`src/rtl/clfir_pkg.sv`:
```
package clfir_pkg;

    typedef enum logic [0:0] {
        ST_IDLE = 1'b0,
        ST_MAC  = 1'b1
    } clfir_state_e;

    function automatic int clfir_cdiv(input int a, input int b);
        return (a + b - 1) / b;
    endfunction

    function automatic int clfir_bits(input int v);
        return (v <= 2) ? 1 : $clog2(v);
    endfunction

endpackage

```
`src/rtl/clfir_seq.sv`:
```
module clfir_seq
    import clfir_pkg::*;
#(
    parameter int P    = 4,
    parameter int PH_W = clfir_bits(P)
) (
    input  logic            clk,
    input  logic            rst_n,
    input  logic            stb,
    output logic            take,
    output logic            mac_en,
    output logic            last,
    output logic [PH_W-1:0] phase
);

    localparam logic [PH_W-1:0] PH_LAST = PH_W'(P - 1);

    clfir_state_e    st_q, st_d;
    logic [PH_W-1:0] ph_q, ph_d;

    // state register
    always_ff @(posedge clk or negedge rst_n) begin
        if (!rst_n) begin
            st_q <= ST_IDLE;
            ph_q <= '0;
        end else begin
            st_q <= st_d;
            ph_q <= ph_d;
        end
    end

    // next state
    always_comb begin
        st_d = st_q;
        ph_d = ph_q;
        unique case (st_q)
            ST_IDLE: begin
                if (stb) begin
                    st_d = ST_MAC;          // start
                    ph_d = '0;
                end
            end
            ST_MAC: begin
                if (ph_q == PH_LAST) begin
                    ph_d = '0;
                    st_d = stb ? ST_MAC : ST_IDLE; // restart / finish
                end else begin
                    ph_d = ph_q + PH_W'(1); // advance
                end
            end
        endcase
    end

    // outputs
    always_comb begin
        mac_en = (st_q == ST_MAC);
        last   = (st_q == ST_MAC) && (ph_q == PH_LAST);
        take   = stb && ((st_q == ST_IDLE) || last);
        phase  = ph_q;
    end

    p_phase_range_r2: assert property (@(posedge clk) disable iff (!rst_n)
        ph_q <= PH_LAST);

    p_early_strobe_ignored_r5: assert property (@(posedge clk) disable iff (!rst_n)
        (st_q == ST_MAC && ph_q != PH_LAST && stb)
        |=> (st_q == ST_MAC && ph_q == $past(ph_q) + PH_W'(1)));

    p_restart_r4: assert property (@(posedge clk) disable iff (!rst_n)
        (last && stb) |=> (st_q == ST_MAC && ph_q == '0));

endmodule

```
`src/rtl/clfir_pe.sv`:
```
module clfir_pe
    import clfir_pkg::*;
#(
    parameter int P    = 4,
    parameter int N    = 10,
    parameter int BASE = 0,
    parameter int DW   = 16,
    parameter int CW   = 16,
    parameter int AW   = 36,
    parameter int AD_W = 4,
    parameter int PH_W = clfir_bits(P)
) (
    input  logic                   clk,
    input  logic                   rst_n,
    input  logic                   take,
    input  logic                   mac_en,
    input  logic                   last,
    input  logic [PH_W-1:0]        phase,
    input  logic signed [DW-1:0]   x_in,
    output logic signed [DW-1:0]   x_out,
    input  logic                   cf_we,
    input  logic [AD_W-1:0]        cf_addr,
    input  logic signed [CW-1:0]   cf_data,
    output logic signed [AW-1:0]   part
);

    localparam int PW = DW + CW;

    logic signed [DW-1:0] line_q [P];
    logic signed [CW-1:0] cf     [P];
    logic signed [AW-1:0] acc_q;
    logic signed [DW-1:0] sel_x;
    logic signed [CW-1:0] sel_c;
    logic signed [PW-1:0] prod;
    logic signed [AW-1:0] prod_x;

    // local stretch of the sample delay line
    always_ff @(posedge clk or negedge rst_n) begin
        if (!rst_n) begin
            for (int k = 0; k < P; k++) line_q[k] <= '0;
        end else if (take) begin
            line_q[0] <= x_in;
            for (int k = 1; k < P; k++) line_q[k] <= line_q[k-1];
        end
    end

    assign x_out = line_q[P-1];

    // coefficient slots; padding slots are tied to zero
    for (genvar k = 0; k < P; k++) begin : g_slot
        if (BASE + k < N) begin : g_live
            logic signed [CW-1:0] q;
            always_ff @(posedge clk or negedge rst_n) begin
                if (!rst_n)
                    q <= '0;
                else if (cf_we && cf_addr == AD_W'(BASE + k))
                    q <= cf_data;
            end
            assign cf[k] = q;

            p_cf_write_r6: assert property (@(posedge clk) disable iff (!rst_n)
                (cf_we && cf_addr == AD_W'(BASE + k)) |=> (q == $past(cf_data)));
        end else begin : g_pad
            assign cf[k] = '0;
        end
    end

    // per-phase tap selection and multiply-accumulate
    always_comb begin
        sel_x  = line_q[phase];
        sel_c  = cf[phase];
        prod   = sel_x * sel_c;
        prod_x = {{(AW - PW){prod[PW-1]}}, prod};
        part   = acc_q + prod_x;
    end

    always_ff @(posedge clk or negedge rst_n) begin
        if (!rst_n)
            acc_q <= '0;
        else if (mac_en)
            acc_q <= last ? '0 : part;
    end

    p_sample_shift_r3: assert property (@(posedge clk) disable iff (!rst_n)
        take |=> (line_q[0] == $past(x_in)));

    p_hist_frozen_r5: assert property (@(posedge clk) disable iff (!rst_n)
        !take |=> $stable(line_q[0]));

endmodule

```
`src/rtl/clustered_fir.sv`:
```
module clustered_fir
    import clfir_pkg::*;
#(
    parameter int N    = 10,
    parameter int P    = 4,
    parameter int DW   = 16,
    parameter int CW   = 16,
    parameter int M    = clfir_cdiv(N, P),
    parameter int AW   = DW + CW + clfir_bits(N),
    parameter int AD_W = clfir_bits(M * P)
) (
    input  logic                 clk,
    input  logic                 rst_n,
    input  logic                 smp_stb,
    input  logic signed [DW-1:0] smp_data,
    input  logic                 cf_we,
    input  logic [AD_W-1:0]      cf_addr,
    input  logic signed [CW-1:0] cf_data,
    output logic signed [AW-1:0] y_data,
    output logic                 y_stb
);

    localparam int PH_W = clfir_bits(P);

    logic            take, mac_en, last;
    logic [PH_W-1:0] phase;

    logic signed [DW-1:0] xc   [M+1];
    logic signed [AW-1:0] part [M];
    logic signed [AW-1:0] total;

    clfir_seq #(.P(P), .PH_W(PH_W)) u_seq (
        .clk    (clk),
        .rst_n  (rst_n),
        .stb    (smp_stb),
        .take   (take),
        .mac_en (mac_en),
        .last   (last),
        .phase  (phase)
    );

    assign xc[0] = smp_data;

    for (genvar j = 0; j < M; j++) begin : g_pe
        clfir_pe #(
            .P(P), .N(N), .BASE(j * P), .DW(DW), .CW(CW),
            .AW(AW), .AD_W(AD_W), .PH_W(PH_W)
        ) u_pe (
            .clk     (clk),
            .rst_n   (rst_n),
            .take    (take),
            .mac_en  (mac_en),
            .last    (last),
            .phase   (phase),
            .x_in    (xc[j]),
            .x_out   (xc[j+1]),
            .cf_we   (cf_we),
            .cf_addr (cf_addr),
            .cf_data (cf_data),
            .part    (part[j])
        );
    end

    always_comb begin
        total = '0;
        for (int j = 0; j < M; j++) total = total + part[j];
    end

    always_ff @(posedge clk or negedge rst_n) begin
        if (!rst_n) begin
            y_data <= '0;
            y_stb  <= 1'b0;
        end else begin
            y_stb <= last;
            if (last) y_data <= total;
        end
    end

    p_result_after_last_r2: assert property (@(posedge clk) disable iff (!rst_n)
        last |=> y_stb);

    p_no_stray_pulse_r8: assert property (@(posedge clk) disable iff (!rst_n)
        !mac_en |=> !y_stb);

    p_output_hold_r7: assert property (@(posedge clk) disable iff (!rst_n)
        !y_stb |-> $stable(y_data));

endmodule

```
`config.mk`:
```
export PLATFORM = sky130hd
export DESIGN_NAME = clustered_fir
export DESIGN_NICKNAME = d
export VERILOG_FILES = /design/src/rtl/clfir_pkg.sv /design/src/rtl/clfir_seq.sv /design/src/rtl/clfir_pe.sv /design/src/rtl/clustered_fir.sv
export SDC_FILE = /design/constraint.sdc
export NUM_CORES = 2
export LEC_CHECK = 0
export BUFFER_PORTS_ARGS = -buffer_cell sky130_fd_sc_hd__buf_2
export CAP_MARGIN = 40
export CELL_PAD_IN_SITES_DETAIL_PLACEMENT = 1
export CELL_PAD_IN_SITES_GLOBAL_PLACEMENT = 1
export CORE_MARGIN = 2
export CORE_UTILIZATION = 40
export CTS_CLUSTER_DIAMETER = 80
export DETAILED_ROUTE_END_ITERATION = 7
export PLACE_DENSITY = 0.78
export SKIP_CTS_REPAIR_TIMING = 1
export SYNTH_ARGS = -nofsm -noshare
export SYNTH_HDL_FRONTEND = slang
export SYNTH_HIERARCHICAL = 1
export SYNTH_SLANG_ARGS = --single-unit
```
`constraint.sdc`:
```
create_clock -name clk -period 10.8 [get_ports clk]
set_clock_uncertainty 0.2 [all_clocks]
set_input_delay 1.62 -clock clk [delete_from_list [all_inputs] [get_ports clk]]
set_output_delay 1.62 -clock clk [all_outputs]
set_load 0.01 [all_outputs]
```
==> flow_results.xml <==
<?xml version="1.0" encoding="UTF-8"?>
<metrics>
  <group name="run_status">
    <metric name="run_status" unit="">completed</metric>
  </group>
  <group name="setup_path">
    <metric name="cp.arrival" unit="ps">10660</metric>
    <metric name="critical_path.max_fanout" unit="">57</metric>
    <metric name="timing.reg2reg.worst_path_depth" unit="">30</metric>
    <metric name="worst_path_cell_with_the_longest_stage_delay" unit="">sky130_fd_sc_hd__o21ai_1</metric>
    <metric name="crit_path_most_repeated_cell" unit="">sky130_fd_sc_hd__fa_1</metric>
    <metric name="worstPathRequired" unit="ps">11160</metric>
    <metric name="r2r-end" unit="">y_data[29]</metric>
    <metric name="timing.critical_path.to_type" unit="">flip-flop</metric>
    <metric name="r2r_start" unit="">u_seq/phase[1]</metric>
    <metric name="kind_of_start_point_of_the_critical_path" unit="">flip-flop</metric>
    <metric name="cp_slowest_stage_delay" unit="ps">630</metric>
    <metric name="critPathKind" unit="">reg2reg</metric>
    <metric name="reg2reg_setup_slack" unit="ps">500</metric>
  </group>
  <group name="timing">
    <metric name="slew-limit-headroom" unit="%">28.3</metric>
    <metric name="final_max_slew_viol_count" unit="">0</metric>
    <metric name="fmax" unit="MHz">97.1</metric>
    <metric name="final_setup_violating_endpoints" unit="">0</metric>
    <metric name="max_slew.worst_pin.slew" unit="ps">1080</metric>
    <metric name="period_needed" unit="ps">10300</metric>
    <metric name="final_number_of_hold_violating_endpoints" unit="">0</metric>
    <metric name="layout_worst_path_cycle_share" unit="%">95.4</metric>
    <metric name="setup-tns-final" unit="ps">0</metric>
    <metric name="rsz_0062_raised_after_global_routing" unit="">false</metric>
  </group>
  <group name="clock_network">
    <metric name="cts_root_buf" unit="">sky130_fd_sc_hd__clkbuf_16</metric>
    <metric name="cts_tree" unit="">yes</metric>
    <metric name="cts-buffers-inserted" unit="">67</metric>
    <metric name="cts_htree_levels" unit="">3</metric>
    <metric name="worst_setup_hold_path_clk_slew" unit="ps">60</metric>
    <metric name="max-clock-path-buffers" unit="">3</metric>
    <metric name="cts.sinks" unit="">500</metric>
    <metric name="clock_insertion_delay_worst_skew" unit="ps">650</metric>
  </group>
  <group name="global_routing">
    <metric name="antenna_violations_before_repair" unit="">3</metric>
    <metric name="grt_residual_overflow" unit="">0</metric>
    <metric name="via_count_of_the_first_global_routing_pass" unit="">48900</metric>
    <metric name="grt_max_degree" unit="">193</metric>
    <metric name="global_route_wire_length_before_repair" unit="um">290000</metric>
    <metric name="track_usage" unit="%">24.7</metric>
  </group>
  <group name="place">
    <metric name="dp_hpwl" unit="um">148000</metric>
    <metric name="port_buffers" unit="">76</metric>
    <metric name="dpl-instance-area" unit="um2">62700</metric>
    <metric name="routabilityCongestion" unit="">0.917</metric>
  </group>
  <group name="final_layout">
    <metric name="antennaDiodeCount" unit="">0</metric>
    <metric name="nNetsFinal" unit="">7304</metric>
    <metric name="area_delta_synth_final" unit="%">8.82</metric>
    <metric name="finish.instance_area" unit="um2">64900</metric>
    <metric name="drive_gt1_share" unit="%">15.0</metric>
    <metric name="fill_cells" unit="">16400</metric>
  </group>
  <group name="synthesis">
    <metric name="post_synth_instance_area" unit="um2">59600</metric>
    <metric name="yosysWarningCount" unit="">6</metric>
    <metric name="synth_area_per_cell" unit="um2">10.2</metric>
    <metric name="synthCells" unit="">5873</metric>
    <metric name="postSynthNetCount" unit="">7248</metric>
  </group>
  <group name="detailed_routing">
    <metric name="final_ant_viol_nets" unit="">0</metric>
    <metric name="drc_errors" unit="">0</metric>
    <metric name="finalWirelength" unit="um">181000</metric>
    <metric name="detail_route.first_pass.iterations" unit="">5</metric>
    <metric name="num_vias" unit="">42400</metric>
    <metric name="wire_per_inst" unit="um">22.9</metric>
    <metric name="route.detailed.vias_per_inst" unit="">5.36</metric>
    <metric name="first_iter_violations" unit="">2703</metric>
  </group>
  <group name="floorplanning">
    <metric name="floorplan.die_area" unit="um2">152000</metric>
    <metric name="boundaryPins" unit="">77</metric>
    <metric name="fp.coreArea" unit="um2">148000</metric>
    <metric name="initial_core_util" unit="%">40.3</metric>
    <metric name="rows" unit="">141</metric>
    <metric name="die_height" unit="um">390</metric>
    <metric name="die-width" unit="um">390</metric>
  </group>
  <group name="min_path">
    <metric name="min_to" unit="">g_pe[1].u_pe/acc_q[31]</metric>
    <metric name="worst_hold_path.num_cells" unit="">2</metric>
    <metric name="timing.hold.worst.class" unit="">reg2reg</metric>
    <metric name="worst_hold_startpoint" unit="">g_pe[1].u_pe/acc_q[31]</metric>
  </group>
  <group name="job">
    <metric name="maxCapViolations" unit="">0</metric>
  </group>
</metrics>
## area by class of cell
| class | count | area [um2] | share of cell area, % |
|---|---|---|---|
| Inverter | 1215 | 4560 | 7.03 |
| Clock buffer | 93 | 1910 | 2.94 |
| Tap cell | 1930 | 2410 | 3.72 |
| Sequential cell | 500 | 12500 | 19.3 |
| Clock inverter | 24 | 248 | 0.382 |
| Multi-Input combinational cell | 3908 | 41400 | 63.9 |
| Timing Repair Buffer | 237 | 1790 | 2.76 |
## placed cells by master (no fill, tap or decap), drive strengths merged, types with 7 or more instances in the layout
cell and count:
a2111oi 8, a211oi 23, a21boi 11, a21o 45, a21oi 110, a22o 46, a31o 12, a31oi 18
and2 34, and3 18, and4 7, buf 237, clkbuf 93, clkinv 17, dfrtp 500, fa 978
ha 357, inv 1220, mux2 434, mux2i 80, mux4 18, nand2 495, nand2b 34, nand3 40
nand3b 21, nand4 26, nor2 461, nor2b 56, nor3 33, o2111ai 8, o211ai 14, o21a 72
o21ai 167, o21bai 17, o22ai 20, o31ai 8, or2 29, or3 12, xnor2 87, xor2 43
## worst max path at each step
stage	startpoint	end	depth (start not counted)
floorplan	u_seq/phase[1]	y_data[25]	37
global placement	u_seq/phase[1]	y_data[29]	32
detailed placement	u_seq/phase[0]	y_data[29]	32
CTS	u_seq/phase[0]	y_data[29]	32
global route	u_seq/phase[1]	y_data[35]	35
finish	u_seq/phase[1]	y_data[29]	30
## registers in the layout, summed over array words and instances, names as in the netlist
name and cells:
y_stb 1, g_pe.u_pe/line_q 144, u_seq/mac_en 1, g_pe.u_pe/acc_q 108
y_data 36, g_pe.u_pe/g_slot.g_live.q 160, g_pe.u_pe/x_out 48, u_seq/phase 2
## through the flow
step	util, %	setup WS [ps]	std cells	hold slack (ps)
after detailed placement	42.4	509	7789	281
final	43.9	500	7907	301
after floorplan	-	1400	5873	253
after global routing	43.9	36.6	7907	314
after CTS	43.9	389	7906	299
after global placement	42.3	562	7776	263
## per-layer routing
metal | global-route usage, % | wire, um
met1 | 32.1 | 75400
met4 | 9.46 | 6960
met2 | 41.7 | 89000
met3 | 3.63 | 9670
met5 | 0 | 29
## critical path, delay by kind of cell, from the launching register on
family / cells / cell delay, ps
AO/OA/AOI/OAI: 8 / 2180
XOR/XNOR: 1 / 190
adder cells (fa/ha/maj): 8 / 3730
buffers and inverters: 6 / 1170
flip-flops: 1 / 520
multiplexers: 1 / 370
AND/OR/NAND/NOR: 6 / 1770
Power is not shown: default switching activity piles up to over one toggle a cycle in this logic, so the estimate is an artifact.
